<file path="src/rtl/bmc_rx_front.sv">
module bmc_rx_front #(
  parameter int PER_W      = 6,
  parameter int STB_W      = 5,
  parameter int EST_W      = 8,
  parameter int WIN        = 32,
  parameter int IDLE_CELLS = 4,
  parameter int RUN_W      = 12
) (
  input  logic              clk,
  input  logic              rst_n,
  input  logic              rx_line,
  input  logic              rx_en,
  input  logic              lock_manual,
  input  logic [PER_W-1:0]  man_period,
  input  logic [STB_W-1:0]  man_strobe,
  input  logic              clr_badpre,
  input  logic              clr_bpre,
  output logic [EST_W-1:0]  period_est,
  output logic              busy,
  output logic              sub_valid,
  output logic [3:0]        sub_code,
  output logic [27:0]       sub_payload,
  output logic              badpre_flag,
  output logic              bpre_flag
);
  localparam int HC_W = EST_W - 1;
  localparam int WC_W = $clog2(WIN);
  localparam logic [HC_W-1:0] HC_MAX = '1;
  localparam logic [7:0] PAT_B = 8'b1110_1000;
  localparam logic [7:0] PAT_M = 8'b1110_0010;
  localparam logic [7:0] PAT_W = 8'b1110_0100;

  typedef enum logic [1:0] {SEEK, BITS, GAP} st_t;

  logic [2:0]       sq;
  logic [RUN_W-1:0] since;
  logic [HC_W-1:0]  run_min, meas_hc, ph;
  logic [WC_W-1:0]  ecnt;
  logic [6:0]       hist;
  logic [26:0]      pl;
  logic [3:0]       code_q;
  logic [5:0]       hcnt;
  st_t              st;

  wire lvl = sq[1];
  wire tog = sq[1] ^ sq[2];

  // run length since the latest transition, and its clamp to the half-cell range
  wire [HC_W-1:0] run_c   = (since > RUN_W'(HC_MAX)) ? HC_MAX : since[HC_W-1:0];
  wire [HC_W-1:0] new_min = (run_c < run_min) ? run_c : run_min;

  wire [HC_W+1:0] stb3 = {2'b00, meas_hc} + {1'b0, meas_hc, 1'b0};
  wire [HC_W-1:0] hc   = lock_manual ? HC_W'(man_period >> 1) : meas_hc;
  wire [HC_W-1:0] stb  = lock_manual ? HC_W'(man_strobe) : stb3[HC_W+1:2];
  wire            ready = hc >= HC_W'(2);
  wire [RUN_W-1:0] lim  = RUN_W'(hc) * RUN_W'(2 * IDLE_CELLS);
  wire            idle  = ready && (since > lim);

  wire [HC_W-1:0] ph_eff = tog ? '0 : ph;
  wire            samp   = ready && !idle && (ph_eff == stb);

  wire [7:0] win  = {hist, lvl};
  wire [7:0] norm = win[7] ? win : ~win;
  wire       is_b = norm == PAT_B;
  wire       is_m = norm == PAT_M;
  wire       is_w = norm == PAT_W;
  wire       hit  = is_b | is_m | is_w;
  wire [3:0] code_now = {win[7], is_w, is_m, is_b};

  wire gap_end  = (st == GAP) && (hcnt == 6'd7);
  wire look     = samp && ((st == SEEK) || gap_end);
  wire hit_now  = look && hit;
  wire miss_now = samp && gap_end && !hit;
  wire done_now = samp && (st == BITS) && (hcnt == 6'd55);
  wire bit_now  = hist[0] ^ lvl;

  assign period_est = {meas_hc, 1'b0};

  always_ff @(posedge clk or negedge rst_n)
    if (!rst_n) begin
      sq <= '0; since <= '1;
    end else begin
      sq <= {sq[1:0], rx_line};
      if (tog) since <= RUN_W'(1);
      else if (~&since) since <= since + 1'b1;
    end

  always_ff @(posedge clk or negedge rst_n)
    if (!rst_n) begin
      run_min <= '1; ecnt <= '0; meas_hc <= '0;
    end else if (tog) begin
      if (ecnt == WC_W'(WIN - 1)) begin
        meas_hc <= new_min; run_min <= '1; ecnt <= '0;
      end else begin
        run_min <= new_min; ecnt <= ecnt + 1'b1;
      end
    end

  always_ff @(posedge clk or negedge rst_n)
    if (!rst_n) ph <= '0;
    else if (tog) ph <= HC_W'(1);
    else if (!ready || ph == hc - 1'b1) ph <= '0;
    else ph <= ph + 1'b1;

  always_ff @(posedge clk or negedge rst_n)
    if (!rst_n) begin
      st <= SEEK; hcnt <= '0; hist <= '0; pl <= '0; code_q <= '0;
    end else if (idle) begin
      st <= SEEK; hcnt <= '0;
    end else if (samp) begin
      hist <= win[6:0];
      if (hit_now) begin
        st <= BITS; hcnt <= '0; code_q <= code_now;
      end else if (miss_now) begin
        st <= SEEK; hcnt <= '0;
      end else if (st == BITS) begin
        if (hcnt[0] && hcnt != 6'd55) pl[hcnt[5:1]] <= bit_now;
        if (done_now) begin st <= GAP; hcnt <= '0; end
        else hcnt <= hcnt + 1'b1;
      end else if (st == GAP) begin
        hcnt <= hcnt + 1'b1;
      end
    end

  always_ff @(posedge clk or negedge rst_n)
    if (!rst_n) begin
      busy <= 1'b0; sub_valid <= 1'b0; sub_code <= '0; sub_payload <= '0;
      badpre_flag <= 1'b0; bpre_flag <= 1'b0;
    end else begin
      sub_valid <= done_now && busy;
      if (done_now) begin
        sub_payload <= {bit_now, pl};
        sub_code    <= code_q;
      end
      if (idle) busy <= 1'b0;
      else if (hit_now && rx_en) busy <= 1'b1;
      else if (done_now && !rx_en && code_q[2]) busy <= 1'b0;
      if (miss_now && rx_en) badpre_flag <= 1'b1;
      else if (clr_badpre) badpre_flag <= 1'b0;
      if (hit_now && is_b && rx_en) bpre_flag <= 1'b1;
      else if (clr_bpre) bpre_flag <= 1'b0;
    end

  assert_code_onehot_R5: assert property (@(posedge clk) disable iff (!rst_n)
    sub_valid |-> $countones(sub_code[2:0]) == 1);
  assert_valid_needs_busy_R7: assert property (@(posedge clk) disable iff (!rst_n)
    sub_valid |-> $past(busy));
  assert_busy_rise_en_R7: assert property (@(posedge clk) disable iff (!rst_n)
    $rose(busy) |-> $past(rx_en));
  assert_busy_fall_cause_R8: assert property (@(posedge clk) disable iff (!rst_n)
    ($fell(busy) && $past(rx_en)) |-> $past(idle));
  assert_idle_drop_R9: assert property (@(posedge clk) disable iff (!rst_n)
    idle |=> !busy);
  assert_badpre_sticky_R10: assert property (@(posedge clk) disable iff (!rst_n)
    $fell(badpre_flag) |-> $past(clr_badpre));
  assert_bpre_source_R11: assert property (@(posedge clk) disable iff (!rst_n)
    $rose(bpre_flag) |-> (code_q[0] && $past(rx_en)));
  assert_valid_pulse_R12: assert property (@(posedge clk) disable iff (!rst_n)
    sub_valid |=> !sub_valid);
endmodule

</file>
<file path="config.mk">
export PLATFORM = sky130hd
export DESIGN_NAME = bmc_rx_front
export DESIGN_NICKNAME = d
export VERILOG_FILES = /design/src/rtl/bmc_rx_front.sv
export SDC_FILE = /design/constraint.sdc
export NUM_CORES = 1
export LEC_CHECK = 0
export BUFFER_PORTS_ARGS = -buffer_cell sky130_fd_sc_hd__buf_2
export CORE_ASPECT_RATIO = 0.7
export CORE_MARGIN = 8
export CORE_UTILIZATION = 60
export CTS_CLUSTER_SIZE = 25
export DETAILED_ROUTE_END_ITERATION = 8
export PLACE_DENSITY_LB_ADDON = 0.25
export SKIP_LAST_GASP = 1
export SYNTH_ARGS = -nofsm -noshare
export SYNTH_HDL_FRONTEND = slang
export SYNTH_SLANG_ARGS = --single-unit
</file>
<file path="constraint.sdc">
create_clock -name clk -period 6.92 [get_ports clk]
set_input_delay 0.346 -clock clk [delete_from_list [all_inputs] [get_ports clk]]
set_output_delay 0.346 -clock clk [all_outputs]
set_load 0.02 [all_outputs]
</file>
Yosys cells after proc, flatten, opt, wreduce, memory -nomap -nowiden
Cells that the tools add are included.
Widths: inputs -> output; s select.
Word-level totals
  bits in registers: 123
  input bits: 18
  logic and storage cells: 124
  output and inout bits: 44
Operators by class
  equal/unequal tests: 12
  $lt $le $gt $ge: 6
  bitwise logic cells: 8
  reduce and logical (&&, ||, !) cells: 40
  mux-type cells: 35
  add/sub/neg operators: 6
Operators by type and width (number)
  $mux 7: 8
  $mux 6: 7
  $bwmux 27: 1
  $eq 8x8->1 const B: 3
  $mux 12: 2
  $logic_and 1x1->1: 19
  $eq 7x7->1: 2
  $add 12x1->12 const B: 1
  $gt 12x10->1: 1
  $gt 12x7->1 const B: 1
  $mux 2: 6
  $reduce_and 12->1: 1
  $add 7x8->9: 1
  $mux 1: 8
  $mux 8: 1
  $not 8->8: 1
  $reduce_bool 4->1: 2
  $add 7x1->7 const B: 1
  $ge 7x2->1 const B: 1
  $lt 7x7->1: 1
  $sub 7x1->7 const B: 1
  $add 6x1->6 const B: 1
  $eq 6x3->1 const B: 1
  $eq 6x6->1 const B: 1
  other kinds (22): 35

Logic depth before layout (Yosys ltp)
Gate-level depths: netlist of run 1.
  depth after elaboration: 14
  gate-level depth with buffers: 15
  depth with buffers taken out: 12

Worst setup path before layout of run 1
OpenSTA, ideal clock, no wires.
  path kind: in2reg
  from: in lock_manual
  to: reg pl[14]
  setup time: 0.125 ns
  required time: 6.795 ns
  path buffers: 5
  setup slack: 3.074 ns
  stages: 15
  arrival time: 3.722 ns
  cells stage by stage: buf_2 -> buf_2 -> buf_2 -> mux2i_1 -> inv_1 -> ha_1 -> nand3_1 -> or4_1 -> o41ai_1 -> o311ai_1 -> a2111o_1 -> buf_2 -> buf_2 -> nor3_1 -> mux2_2
On the way
  longest elaborated chain between the ends: 10
  elaborated cells between the ends (all ways): 17
RTL lines
  start: declaration: line 13  | input logic lock_manual,
  $mux 7: line 53  | wire [HC_W-1:0] hc = lock_manual ? HC_W'(man_period >> 1) : meas_hc;
  $gt 12x10->1 or $ge 7x2->1 (tied branches): line 57, 55
  $logic_and 1x1->1: line 57  | wire idle = ready && (since > lim);
  $logic_not 1->1: line 60  | wire samp = ready && !idle && (ph_eff == stb);
  $logic_and 1x1->1 (2 in series): line 60
  $logic_and 1x1->1, on equally long branches: line 73, 71
  $logic_and 1x1->1, on equally long branches: line 73, 72
  $not 1->1 (no line)
  $reduce_and 6->1 (no line) (*)
  end signal: indexed assignment: line 117  | if (hcnt[0] && hcnt != 6'd55) pl[hcnt[5:1]] <= bit_now;
  end: declaration: line 40  | logic [26:0] pl;
Every way passes the cells marked *; elsewhere a longest branch is shown, timed or not.
A chain may end at the register's enable or synchronous reset.

Worst setup path in the final report of run 1
  from: reg meas_hc[6]
  to: reg sub_code[1]
On the way
  longest elaborated chain between the ends: 8
  elaborated cells between the ends (all ways): 12
RTL lines
  start: declaration: line 37  | logic [HC_W-1:0] run_min, meas_hc, ph;
  start signal: assignment: line 90  | run_min <= '1; ecnt <= '0; meas_hc <= '0;
  start signal: assignment: line 93  | meas_hc <= new_min; run_min <= '1; ecnt <= '0;
  parallel branches: the longest is 5 deep, another holds $add 7x8->9
  $logic_and 1x1->1 (*): line 60
  $logic_and 1x1->1 (*) (2 in series): line 74  | wire done_now = samp && (st == BITS) && (hcnt == 6'd55);
  end signal: assignment: line 133  | sub_code <= code_q;
  end: declaration: line 21  | output logic [3:0] sub_code,
Mark *: on every way between the ends.

==> results of run 1 <==
-- worst max-delay path, stage by stage (launching register included) --
cell and delay [ns]:
sky130_fd_sc_hd__dfrtp_1 0.55, sky130_fd_sc_hd__nor2b_1 0.26, sky130_fd_sc_hd__inv_1 0.12, sky130_fd_sc_hd__ha_1 0.31
sky130_fd_sc_hd__nand4_1 0.12, sky130_fd_sc_hd__or4_1 0.51, sky130_fd_sc_hd__o41ai_1 0.11, sky130_fd_sc_hd__o311ai_1 0.29
sky130_fd_sc_hd__a2111o_1 0.40, sky130_fd_sc_hd__buf_4 0.26, sky130_fd_sc_hd__nor3_4 0.14, sky130_fd_sc_hd__buf_4 0.40
sky130_fd_sc_hd__mux2_2 0.40
-- layout make-up --
class	instances	area, um2
clock buffer	20	437
clock inverter	12	150
fill	880	3560
inverter	28	105
multi-input combinational	516	3740
sequential	123	3100
tap	157	196
timing repair buffer	67	358
-- stage by stage --
step	power [mW]	setup WS [ns]	cell area (um2)
after floorplan	1.31	3.07	7130
after CTS	2.34	2.90	8090
after detailed placement	1.46	2.55	7500
after global routing	2.45	2.53	8090
after global placement	1.42	2.65	7500
final	2.34	2.88	8090
-- flip-flops by register name, summed over array words and instances, names as in the netlist --
register,cells
ecnt,5
sub_code,4
pl,27
st,2
code_q,4
since,12
run_min,7
badpre_flag,1
meas_hc,7
ph,7
sub_payload,28
sq,3
sub_valid,1
busy,1
hcnt,6
bpre_flag,1
hist,7
-- logic make-up after synthesis --
logic type	share of synthesized area [%]
AND/OR/NAND/NOR	20.0
flip-flops	43.5
AO/OA/AOI/OAI	9.81
multiplexers	13.8
buffers and inverters	4.11
XOR/XNOR	3.69
adder cells (fa/ha/maj)	5.02
other	0.0526
-- Yosys cell counts, drive strengths merged (6+ instances only) --
| cell | n | share of area, % |
|---|---|---|
| mux2 | 72 | 11 |
| nand4 | 11 | 0.97 |
| nor4b | 6 | 0.74 |
| nor3 | 33 | 2.4 |
| o31ai | 8 | 0.84 |
| buf | 15 | 1.2 |
| ha | 27 | 4.7 |
| nand3 | 24 | 1.7 |
| nand3b | 8 | 0.84 |
| mux2i | 17 | 2.4 |
| nor2 | 59 | 3.1 |
| a21oi | 18 | 1.3 |
| xnor2 | 12 | 1.5 |
| nor2b | 10 | 0.88 |
| nor4bb | 6 | 0.84 |
| inv | 28 | 1.5 |
| clkbuf | 28 | 1.5 |
| o21ai | 21 | 1.5 |
| xor2 | 18 | 2.2 |
| dfstp | 19 | 7.0 |
| dfrtp | 104 | 37 |
| or3 | 12 | 1.1 |
| nor3b | 6 | 0.63 |
| nand2 | 56 | 2.9 |
| and3 | 6 | 0.53 |
-- per-layer routing --
metal | wire [um] | vias up | global-route usage [%]
li1 | - | 2642 | -
met1 | 7720 | 2742 | 28.7
met2 | 7640 | 160 | 33.7
met3 | 911 | 19 | 4.92
met4 | 127 | 0 | 4.84
met5 | 0 | - | 0
-- power by group --
| part | internal [mW] | switching [mW] | total [mW] |
|---|---|---|---|
| Sequential | 0.805 | 0.119 | 0.925 |
| Combinational | 0.224 | 0.305 | 0.529 |
| Clock | 0.564 | 0.318 | 0.882 |
| Total | 1.59 | 0.742 | 2.34 |
-- path summary, 6_finish.rpt --
| check | end | slack [ns] | from | depth (start not counted) |
|---|---|---|---|---|
| worst max-delay path | sub_code[1] | 2.88 | meas_hc[6] | 12 |
| worst min-delay path | ecnt[1] | 0.05 | rst_n | 1 |
| worst max register to register | sub_code[1] | 2.88 | meas_hc[6] | 12 |
| worst min register to register | sq[1] | 0.35 | sq[0] | 0 |
| max in group asynchronous | hist[0] | 5.64 | rst_n | 2 |
| min in group clk | sq[0] | 0.05 | rx_line | 1 |
==> PnR_summary.wiki, run 1 <==
{| class="wikitable"
! Metric !! Value
|-
| Outcome || complete, no violations
|-
| Category of the worst setup path launch point || flop
|-
| Transition time at the pin with the least slew margin || between 0.8 and 0.9 ns
|-
| YS warnings || 0
|-
| Reg clk slew, reported paths || ~0.060 ns
|-
| Layout cell share with drive strength beyond 1 || between 20% and 30%
|-
| Total via count after detailed routing || 5,563
|-
| Final cycle utilization of the critical path || between 50% and 60%
|-
| Clock insertion delay at the later pin of the skew report || about 0.40 ns
|-
| I/O pins || 62
|-
| Fin. Hold Viols || 0
|-
| Nets in the synthesized netlist || around 760
|-
| Clock tree buffer depth || 2
|-
| # placed instances || a little under 900
|-
| Achievable clock frequency || 0.247 GHz
|-
| Core Box Area || about 12,000 um2
|-
| Max cap viols || 0
|-
| Post-CTS Repair Setup Buffers || 0
|-
| First-pass GRT wire length || ~27,000 um
|-
| Signal arrival time at the worst endpoint || between 4 and 5 ns
|-
| Most common cell after layout, fill and taps aside || sky130_fd_sc_hd__dfrtp_1
|-
| Worst Path Class, Setup || flop to flop
|-
| Num rows || 33
|-
| GP Congestion || ~0.9
|-
| Peak fanout along the critical path || 39
|-
| Number of instances resized during post-cts repair || 0
|-
| Static leakage || ~3.8 nW
|-
| First DRT Iteration DRCs || slightly above 400
|-
| Post-synthesis async set-or-reset flop share || 100%
|-
| Post-detailed-route via-to-cell ratio || roughly 6.0
|-
| Wirelength per Cell || approximately 18 um
|-
| Areal power density over the cells || a little under 300 nW/um2
|-
| RSZ-0062 raised after global routing || no
|-
| Period minus WS final || around 4.0 ns
|-
| Class of the worst hold path || input port to asynchronous set/reset pin
|-
| Proportion of synthesized chip area in sequential cells || between 40% and 50%
|-
| Post-layout utilization of the core || between 60% and 70%
|-
| DRC violations left || 0
|-
| Global router's overall resource usage || between 20% and 30%
|-
| Clock tree from TritonCTS || done
|-
| Count of endpoints failing setup in the final report || 0
|-
| P&R area growth vs syn || 13.5%
|-
| Clk Tree Root Cell || sky130_fd_sc_hd__clkbuf_16
|-
| Crit path required time || slightly above 7 ns
|-
| Max-Slew Margin vs Limit || between 40% and 50%
|-
| Pins over their slew limit || 0
|-
| Number of diodes || 0
|-
| Mapped cell area || around 7100 um2
|-
| Pre-Repair DR Iteration Count || 4
|-
| Vertical die dimension || approximately 110 um
|-
| Number of instances in the synthesized netlist || between 700 and 800
|-
| H-tree depth reported by CTS || 4
|-
| Sinks on Clock Net || about 120
|-
| Number of enable-type register cells in the synthesized netlist || 0
|-
| Number of storage elements in the synthesis netlist || 123
|-
| Number of nets in the finished design || 799
|-
| I/O Buffers || 59
|-
| Antenna violations before repair || 0
|-
| Average instance area after synthesis || 10.0 um2
|-
| WHS || ~0.047 ns
|-
| Clock buffer count from CTS || 17
|-
| Total Negative Setup Slacks || 0 ns
|-
| DPL Wire Length || 11,400 um
|-
| Number of global-route vias before repair || around 5,500
|-
| Commonest cells after routing, fill and taps aside || sky130_fd_sc_hd__dfrtp_1, sky130_fd_sc_hd__mux2_2, sky130_fd_sc_hd__nor2_1, sky130_fd_sc_hd__buf_2, sky130_fd_sc_hd__nand2_1
|-
| Initial core utilization || between 60% and 70%
|-
| Count of hold buffers inserted by post-cts repair || 0
|-
| Die area || around 16,000 um2
|-
| Largest net degree at the start of global routing || 68
|-
| Peak supply drop || 0.230 mV
|-
| Total global routing overflow || 0
|-
| Routed Antenna Nets || 0
|-
| Final std cells w/o fill || ~900
|-
| Layout Skew || 0.0103 ns
|-
| Critical Path Sink Type || flop
|-
| Die Span X || about 150 um
|-
| Synth unique cells || 65
|-
| Total wirelength of the detailed-routed design || between 15,000 and 20,000 um
|-
| Most common flop cell mapped by yosys || sky130_fd_sc_hd__dfrtp_1
|}
Power figures use the tool's default switching activity.
==> run 2: changes to the inputs <==
==> constraint.sdc (replaced) <==
create_clock -name clk -period 3.72 [get_ports clk]
set_input_delay 0.186 -clock clk [delete_from_list [all_inputs] [get_ports clk]]
set_output_delay 0.186 -clock clk [all_outputs]
set_load 0.02 [all_outputs]
==> run 2 against run 1 <==
Die area unchanged. Global-route usage up 0.54 points. Final cell count up 2.2%. Cell area up 2.2%. Critical path type unchanged. Critical endpoint is now sub_payload[8].
==> PnR_summary.wiki, run 2 (same netlist as run 1, synthesis figures left out) <==
{| class="wikitable"
! Metric !! Value
|-
| Post-layout utilization of the core || 71.0% (was 69.5%)
|-
| Peak supply drop || 0.369 mV (was 0.230 mV)
|-
| Class of the worst hold path || input port to flop (was input port to asynchronous set/reset pin)
|-
| Outcome || complete, no violations (unchanged)
|-
| Layout cell share with drive strength beyond 1 || 28.1% (was 26.5%)
|-
| Met2 Usage GRT || 32.8% (was 33.7%)
|-
| Post-detailed-route via-to-cell ratio || 5.96 (was 6.03)
|-
| Total global routing overflow || 0 (unchanged)
|-
| Logic gate share of total power || 24.7% (was 22.6%)
|-
| Critical Path Sink Type || flop (unchanged)
|-
| GRT met1 Usage || 30.7% (was 28.7%)
|-
| Clock tree buffer depth || 2 (unchanged)
|-
| Areal power density over the cells || 530 nW/um2 (was 289 nW/um2)
|-
| Die area || 15,700 um2 (unchanged)
|-
| Clock tree from TritonCTS || done (unchanged)
|-
| Total wirelength of the detailed-routed design || 16,500 um (was 16,400 um)
|-
| Wirelength per Cell || 17.5 um (was 17.8 um)
|-
| Worst Path Class, Setup || flop to flop (unchanged)
|-
| I/O pins || 62 (unchanged)
|-
| Number of global-route vias before repair || 5,542 (was 5,457)
|-
| Total Negative Setup Slacks || 0 ns (unchanged)
|-
| Area after DPL || 7660 um2 (was 7500 um2)
|-
| Fin area || 8270 um2 (was 8090 um2)
|-
| Part of the power in registers || 38.8% (was 39.6%)
|-
| Worst slack at placement || 0.0660 ns (was 2.55 ns)
|-
| Initial core utilization || 61.2% (unchanged)
|-
| Internal Power || 3.01 mW (was 1.59 mW)
|-
| Critical hold path startpoint || rx_en
|-
| Sinks on Clock Net || 123 (unchanged)
|-
| Most common cell after layout, fill and taps aside || sky130_fd_sc_hd__dfrtp_1 (unchanged)
|-
| GP Congestion || 0.859 (was 0.896)
|-
| Period minus WS final || 3.54 ns (was 4.04 ns)
|-
| DRC violations left || 0 (unchanged)
|-
| Crit path required time || 4.00 ns (was 7.20 ns)
|-
| Fin. Hold Viols || 0 (unchanged)
|-
| Pre-Repair DR Iteration Count || 5 (was 4)
|-
| Post-CTS Repair Setup Buffers || 0 (unchanged)
|-
| Max-Slew Margin vs Limit || 41.4% (was 40.2%)
|-
| Proportion of power drawn by the clock network || 36.5% (was 37.8%)
|-
| Worst setup path startpoint || meas_hc[1] (was meas_hc[6])
|-
| Max FFs per register || 28 (unchanged)
|-
| Clock buffer count from CTS || 17 (unchanged)
|-
| Total chip power || 4.38 mW (was 2.34 mW)
|-
| Largest net degree at the start of global routing || 75 (was 68)
|-
| # placed instances || 909 (was 891)
|-
| Final setup margin || 0.175 ns (was 2.88 ns)
|-
| Static leakage || 3.87 nW (was 3.76 nW)
|-
| Max cap viols || 0 (unchanged)
|-
| P_sw || 1.37 mW (was 0.742 mW)
|-
| Core Box Area || 11,600 um2 (unchanged)
|-
| Number of diodes || 0 (unchanged)
|-
| Largest registers || sub_payload: 28 flops, pl: 27 flops, since: 12 flops (unchanged)
|-
| WHS || 0.0898 ns (was 0.0469 ns)
|-
| Number of nets in the finished design || 819 (was 799)
|-
| Met3 global-route usage || 4.21% (was 4.92%)
|-
| Switching power as a share of total power || 31.3% (was 31.8%)
|-
| P&R area growth vs syn || 16.0% (was 13.5%)
|-
| Busiest grt layer || met2 (unchanged)
|-
| First-pass GRT wire length || 28,000 um (was 27,200 um)
|-
| Count of endpoints failing setup in the final report || 0 (unchanged)
|-
| Routed Antenna Nets || 0 (unchanged)
|-
| Pins over their slew limit || 0 (unchanged)
|-
| RSZ-0062 raised after global routing || no (unchanged)
|-
| Register ranked first by flip-flop count || sub_payload (unchanged)
|-
| Num rows || 33 (unchanged)
|-
| Clk Tree Root Cell || sky130_fd_sc_hd__clkbuf_16 (unchanged)
|-
| Transition time at the pin with the least slew margin || 0.879 ns (was 0.896 ns)
|-
| Reg-to-Reg Start || meas_hc[1] (was meas_hc[6])
|-
| Reg clk slew, reported paths || 0.05 ns (was 0.06 ns)
|-
| Vertical die dimension || 107 um (unchanged)
|-
| Category of the worst setup path launch point || flop (unchanged)
|-
| Layout Skew || 0.0130 ns (was 0.0103 ns)
|-
| Peak fanout along the critical path || 39 (unchanged)
|-
| Antenna violations before repair || 0 (unchanged)
|-
| Final std cells w/o fill || 943 (was 923)
|-
| First DRT Iteration DRCs || 432 (was 412)
|-
| Total via count after detailed routing || 5,620 (was 5,563)
|-
| DPL Wire Length || 11,700 um (was 11,400 um)
|-
| Commonest cells after routing, fill and taps aside || sky130_fd_sc_hd__dfrtp_1, sky130_fd_sc_hd__mux2_2, sky130_fd_sc_hd__nor2_1, sky130_fd_sc_hd__buf_2, sky130_fd_sc_hd__nand2_1 (unchanged)
|-
| Die Span X || 146 um (unchanged)
|-
| Signal arrival time at the worst endpoint || 3.83 ns (was 4.32 ns)
|-
| Final cycle utilization of the critical path || 95.3% (was 58.4%)
|-
| H-tree depth reported by CTS || 4 (unchanged)
|-
| Achievable clock frequency || 0.282 GHz (was 0.247 GHz)
|-
| Clock insertion delay at the later pin of the skew report || 0.40 ns (about the same)
|-
| Global router's overall resource usage || 21.6% (was 21.1%)
|-
| I/O Buffers || 59 (unchanged)
|}
## run 2: cell types whose count changed in the layout (fill, tap and decap cells not counted), moves of 2 or more
cell	previous run	this run
sky130_fd_sc_hd__buf_4	9	25
sky130_fd_sc_hd__clkinvlp_4	3	1
sky130_fd_sc_hd__dlygate4sd3_1	0	2
sky130_fd_sc_hd__clkbuf_8	0	3
sky130_fd_sc_hd__buf_12	0	2
sky130_fd_sc_hd__clkbuf_1	3	5
## run 2: cell type report
cell class              count  area, um2
fillers                   856       3380
multi-input cells         516       3750
inverters                  28        105
well taps                 157        196
flip-flops and latches    123       3100
clock inverters             7       91.3
repair buffers             87        538
clock buffers              25        485
## run 2: worst paths after layout
path / to / slack [ns] / cells after the start
min reg2reg: sq[1] / 0.35 / 0
min in group asynchronous: hist[5] / 0.44 / 2
max in group asynchronous: sub_payload[15] / 2.37 / 3
max: sub_payload[8] / 0.18 / 11
max reg2reg: sub_payload[8] / 0.18 / 11
min: bpre_flag / 0.09 / 2
## run 2: power groups by stage
| stage | sequential [mW] | combinational [mW] | clock, mW |
|---|---|---|---|
| floorplan | 1.65 | 0.783 | 0 |
| CTS | 1.69 | 1.08 | 1.61 |
| detailed placement | 1.71 | 1.07 | 0 |
| global route | 1.73 | 1.20 | 1.68 |
| global placement | 1.69 | 1.02 | 0 |
| finish | 1.70 | 1.08 | 1.60 |
## run 2: metal layers
layer | routed length (um) | vias to the layer above
met2 | 7480 | 154
li1 | - | 2676
met3 | 881 | 23
met4 | 228 | 0
met1 | 7960 | 2767
met5 | 0 | -
## run 2: worst max-delay path, stage by stage (launching register included)
cell	delay (ns)
sky130_fd_sc_hd__dfrtp_1	0.40
sky130_fd_sc_hd__and2_1	0.18
sky130_fd_sc_hd__fa_1	0.46
sky130_fd_sc_hd__xnor2_1	0.18
sky130_fd_sc_hd__o21ai_0	0.40
sky130_fd_sc_hd__mux2i_1	0.26
sky130_fd_sc_hd__o311ai_1	0.15
sky130_fd_sc_hd__a2111o_1	0.42
sky130_fd_sc_hd__buf_12	0.19
sky130_fd_sc_hd__nor3_4	0.16
sky130_fd_sc_hd__buf_12	0.23
sky130_fd_sc_hd__mux2_2	0.36
## run 2: timing repair
| item | 4_1_cts | 5_1_grt |
|---|---|---|
| gates resized for setup | 0 | 2 |
| hold buffers | 2 | 0 |
| endpoints found under the hold margin | 54 | 0 |
| endpoints found under the setup margin | 0 | 32 |
==> run 3: changes to the inputs <==
--- a/config.mk
+++ b/config.mk
@@ -11,7 +11,7 @@
 export CORE_UTILIZATION = 60
 export CTS_CLUSTER_SIZE = 25
 export DETAILED_ROUTE_END_ITERATION = 8
-export PLACE_DENSITY_LB_ADDON = 0.25
+export PLACE_DENSITY = 0.84
 export SKIP_LAST_GASP = 1
 export SYNTH_ARGS = -nofsm -noshare
 export SYNTH_HDL_FRONTEND = slang
==> run 3 against run 2 <==
Final cell count increased by 0.21%. Sequential share of layout area decreased by 0.46 points. Worst setup slack improved by 0.011 ns. First-iteration DRC count increased by 11%. Worst hold slack improved by 0.0016 ns. Die area unchanged. Largest cell class unchanged.
==> PnR_summary.wiki, run 3 (same netlist as run 1, synthesis figures left out) <==
{| class="wikitable"
! Metric !! Value
|-
| Outcome || complete, no violations (unchanged)
|-
| Core Box Area || 11,600 um2 (unchanged)
|-
| Number of diodes || 0 (unchanged)
|-
| Fin area || 8370 um2 (was 8270 um2)
|-
| Sinks on Clock Net || 123 (unchanged)
|-
| Worst slack at placement || 0.0804 ns (was 0.0660 ns)
|-
| Vertical die dimension || 107 um (unchanged)
|-
| Fin. Hold Viols || 0 (unchanged)
|-
| First-pass GRT wire length || 29,600 um (was 28,000 um)
|-
| Number of nets in the finished design || 821 (was 819)
|-
| Initial core utilization || 61.2% (unchanged)
|-
| Total Negative Setup Slacks || 0 ns (unchanged)
|-
| Category of the worst setup path launch point || flop (unchanged)
|-
| Critical Path Sink Type || flop (unchanged)
|-
| First DRT Iteration DRCs || 479 (was 432)
|-
| P&R area growth vs syn || 17.4% (was 16.0%)
|-
| Routed Antenna Nets || 0 (unchanged)
|-
| Peak fanout along the critical path || 38 (was 39)
|-
| Signal arrival time at the worst endpoint || 3.83 ns (about the same)
|-
| Fill count || 820 (was 856)
|-
| Areal power density over the cells || 544 nW/um2 (was 530 nW/um2)
|-
| Reg-to-Reg Start || meas_hc[1] (unchanged)
|-
| Number of global-route vias before repair || 5,766 (was 5,542)
|-
| Total chip power || 4.55 mW (was 4.38 mW)
|-
| Clock insertion delay at the later pin of the skew report || 0.41 ns (was 0.40 ns)
|-
| Area after DPL || 7700 um2 (was 7660 um2)
|-
| Worst Path Class, Setup || flop to flop (unchanged)
|-
| Num rows || 33 (unchanged)
|-
| Pre-Repair DR Iteration Count || 5 (unchanged)
|-
| GP Congestion || 0.866 (was 0.859)
|-
| Die area || 15,700 um2 (unchanged)
|-
| Largest net degree at the start of global routing || 84 (was 75)
|-
| Class of the worst hold path || input port to flop (unchanged)
|-
| Peak supply drop || 0.413 mV (was 0.369 mV)
|-
| Clk Tree Root Cell || sky130_fd_sc_hd__clkbuf_16 (unchanged)
|-
| H-tree depth reported by CTS || 4 (unchanged)
|-
| I/O pins || 62 (unchanged)
|-
| Layout cell share with drive strength beyond 1 || 29.1% (was 28.1%)
|-
| Max cap viols || 0 (unchanged)
|-
| Clock tree buffer depth || 2 (unchanged)
|-
| DRC violations left || 0 (unchanged)
|-
| Commonest cells after routing, fill and taps aside || sky130_fd_sc_hd__dfrtp_1, sky130_fd_sc_hd__mux2_2, sky130_fd_sc_hd__nor2_1, sky130_fd_sc_hd__buf_2, sky130_fd_sc_hd__nand2_1 (unchanged)
|-
| Clock buffer count from CTS || 17 (unchanged)
|-
| Total via count after detailed routing || 5,793 (was 5,620)
|-
| Period minus WS final || 3.53 ns (was 3.54 ns)
|-
| Post-detailed-route via-to-cell ratio || 6.13 (was 5.96)
|-
| RSZ-0062 raised after global routing || no (unchanged)
|-
| Transition time at the pin with the least slew margin || 0.987 ns (was 0.879 ns)
|-
| Critical hold path startpoint || rx_en (unchanged)
|-
| Clock tree from TritonCTS || done (unchanged)
|-
| Largest registers || sub_payload: 28 flops, pl: 27 flops, since: 12 flops (unchanged)
|-
| Post-layout utilization of the core || 71.9% (was 71.0%)
|-
| Max-Slew Margin vs Limit || 33.7% (was 41.4%)
|-
| Reg clk slew, reported paths || 0.06 ns (was 0.05 ns)
|-
| Count of endpoints failing setup in the final report || 0 (unchanged)
|-
| I/O Buffers || 59 (unchanged)
|-
| Final cycle utilization of the critical path || 95.0% (was 95.3%)
|-
| Max FFs per register || 28 (unchanged)
|-
| Total global routing overflow || 0 (unchanged)
|-
| Most common cell after layout, fill and taps aside || sky130_fd_sc_hd__dfrtp_1 (unchanged)
|-
| DPL Wire Length || 12,100 um (was 11,700 um)
|-
| Wirelength per Cell || 18.8 um (was 17.5 um)
|-
| Final setup margin || 0.186 ns (was 0.175 ns)
|-
| Die Span X || 146 um (unchanged)
|-
| Crit path required time || 4.01 ns (was 4.00 ns)
|-
| Pins over their slew limit || 0 (unchanged)
|-
| Global router's overall resource usage || 23.4% (was 21.6%)
|-
| Static leakage || 3.90 nW (was 3.87 nW)
|-
| Antenna violations before repair || 0 (unchanged)
|-
| Achievable clock frequency || 0.283 GHz (was 0.282 GHz)
|-
| Worst setup path startpoint || meas_hc[1] (unchanged)
|-
| Layout Skew || 0.0167 ns (was 0.0130 ns)
|-
| Register ranked first by flip-flop count || sub_payload (unchanged)
|-
| Total wirelength of the detailed-routed design || 17,700 um (was 16,500 um)
|}
[run 3: changes by cell type in the layout (fill, tap and decap cells not counted), sizes merged]
cell,before,now
buf,85,87
clkinv,4,6
inv,28,29
clkbuf,25,19
clkinvlp,1,2
bufinv,2,4
[run 3: where the power goes]
part / leakage [nW] / total, mW / switching, mW / internal [mW]
sequential: 1.61 / 1.71 / 0.214 / 1.50
combinational: 1.99 / 1.10 / 0.624 / 0.475
clock: 0.298 / 1.74 / 0.617 / 1.13
[run 3: worst paths after layout]
check	cells after the start	to	slack (ns)
min reg2reg	0	sq[1]	0.35
max reg2reg	10	pl[7]	0.19
min	2	bpre_flag	0.09
max	10	pl[7]	0.19
max in group asynchronous	3	since[9]	2.57
min in group asynchronous	2	hist[3]	0.31
[run 3: metrics by stage]
stage / hold WS [ns] / std cells
5_1_grt: 0.0798 / 945
4_1_cts: 0.0771 / 945
2_1_floorplan: -0.110 / 710
3_5_place_dp: 0.207 / 911
3_3_place_gp: 0.193 / 911
6_report: 0.0914 / 945
[run 3: worst max-delay path, cell delays in order (launching register included)]
cell	delay, ns
sky130_fd_sc_hd__dfrtp_1	0.46
sky130_fd_sc_hd__and2_1	0.21
sky130_fd_sc_hd__fa_1	0.46
sky130_fd_sc_hd__a211oi_2	0.29
sky130_fd_sc_hd__or4b_1	0.19
sky130_fd_sc_hd__nand3_1	0.11
sky130_fd_sc_hd__o31a_1	0.35
sky130_fd_sc_hd__a2111o_1	0.46
sky130_fd_sc_hd__buf_12	0.20
sky130_fd_sc_hd__nor3_1	0.28
sky130_fd_sc_hd__mux2_2	0.39
[run 3: per-layer routing]
metal,track usage (%),part of all wire (%),vias up
met4,7.25,1.3,0
met1,32.1,46,2886
li1,-,-,2675
met2,36.2,46,210
met5,0,0,-
met3,5.43,7.1,22
[run 3: repair_timing]
| action | in CTS | in global routing |
|---|---|---|
| setup endpoints to repair | 0 | 10 |
| hold buffers | 2 | 0 |
| endpoints found under the hold margin | 30 | 0 |
| resized for setup | 0 | 6 |
| setup buffers | 0 | 0 |
[run 3: final cells by class]
class	count	area, um2	area share (%)
multi-input combinational	516	3760	44.9
sequential	123	3100	37.1
timing repair buffer	89	578	6.91
clock buffer	19	433	5.17
tap	157	196	2.35
clock inverter	13	193	2.30
inverter	28	105	1.26
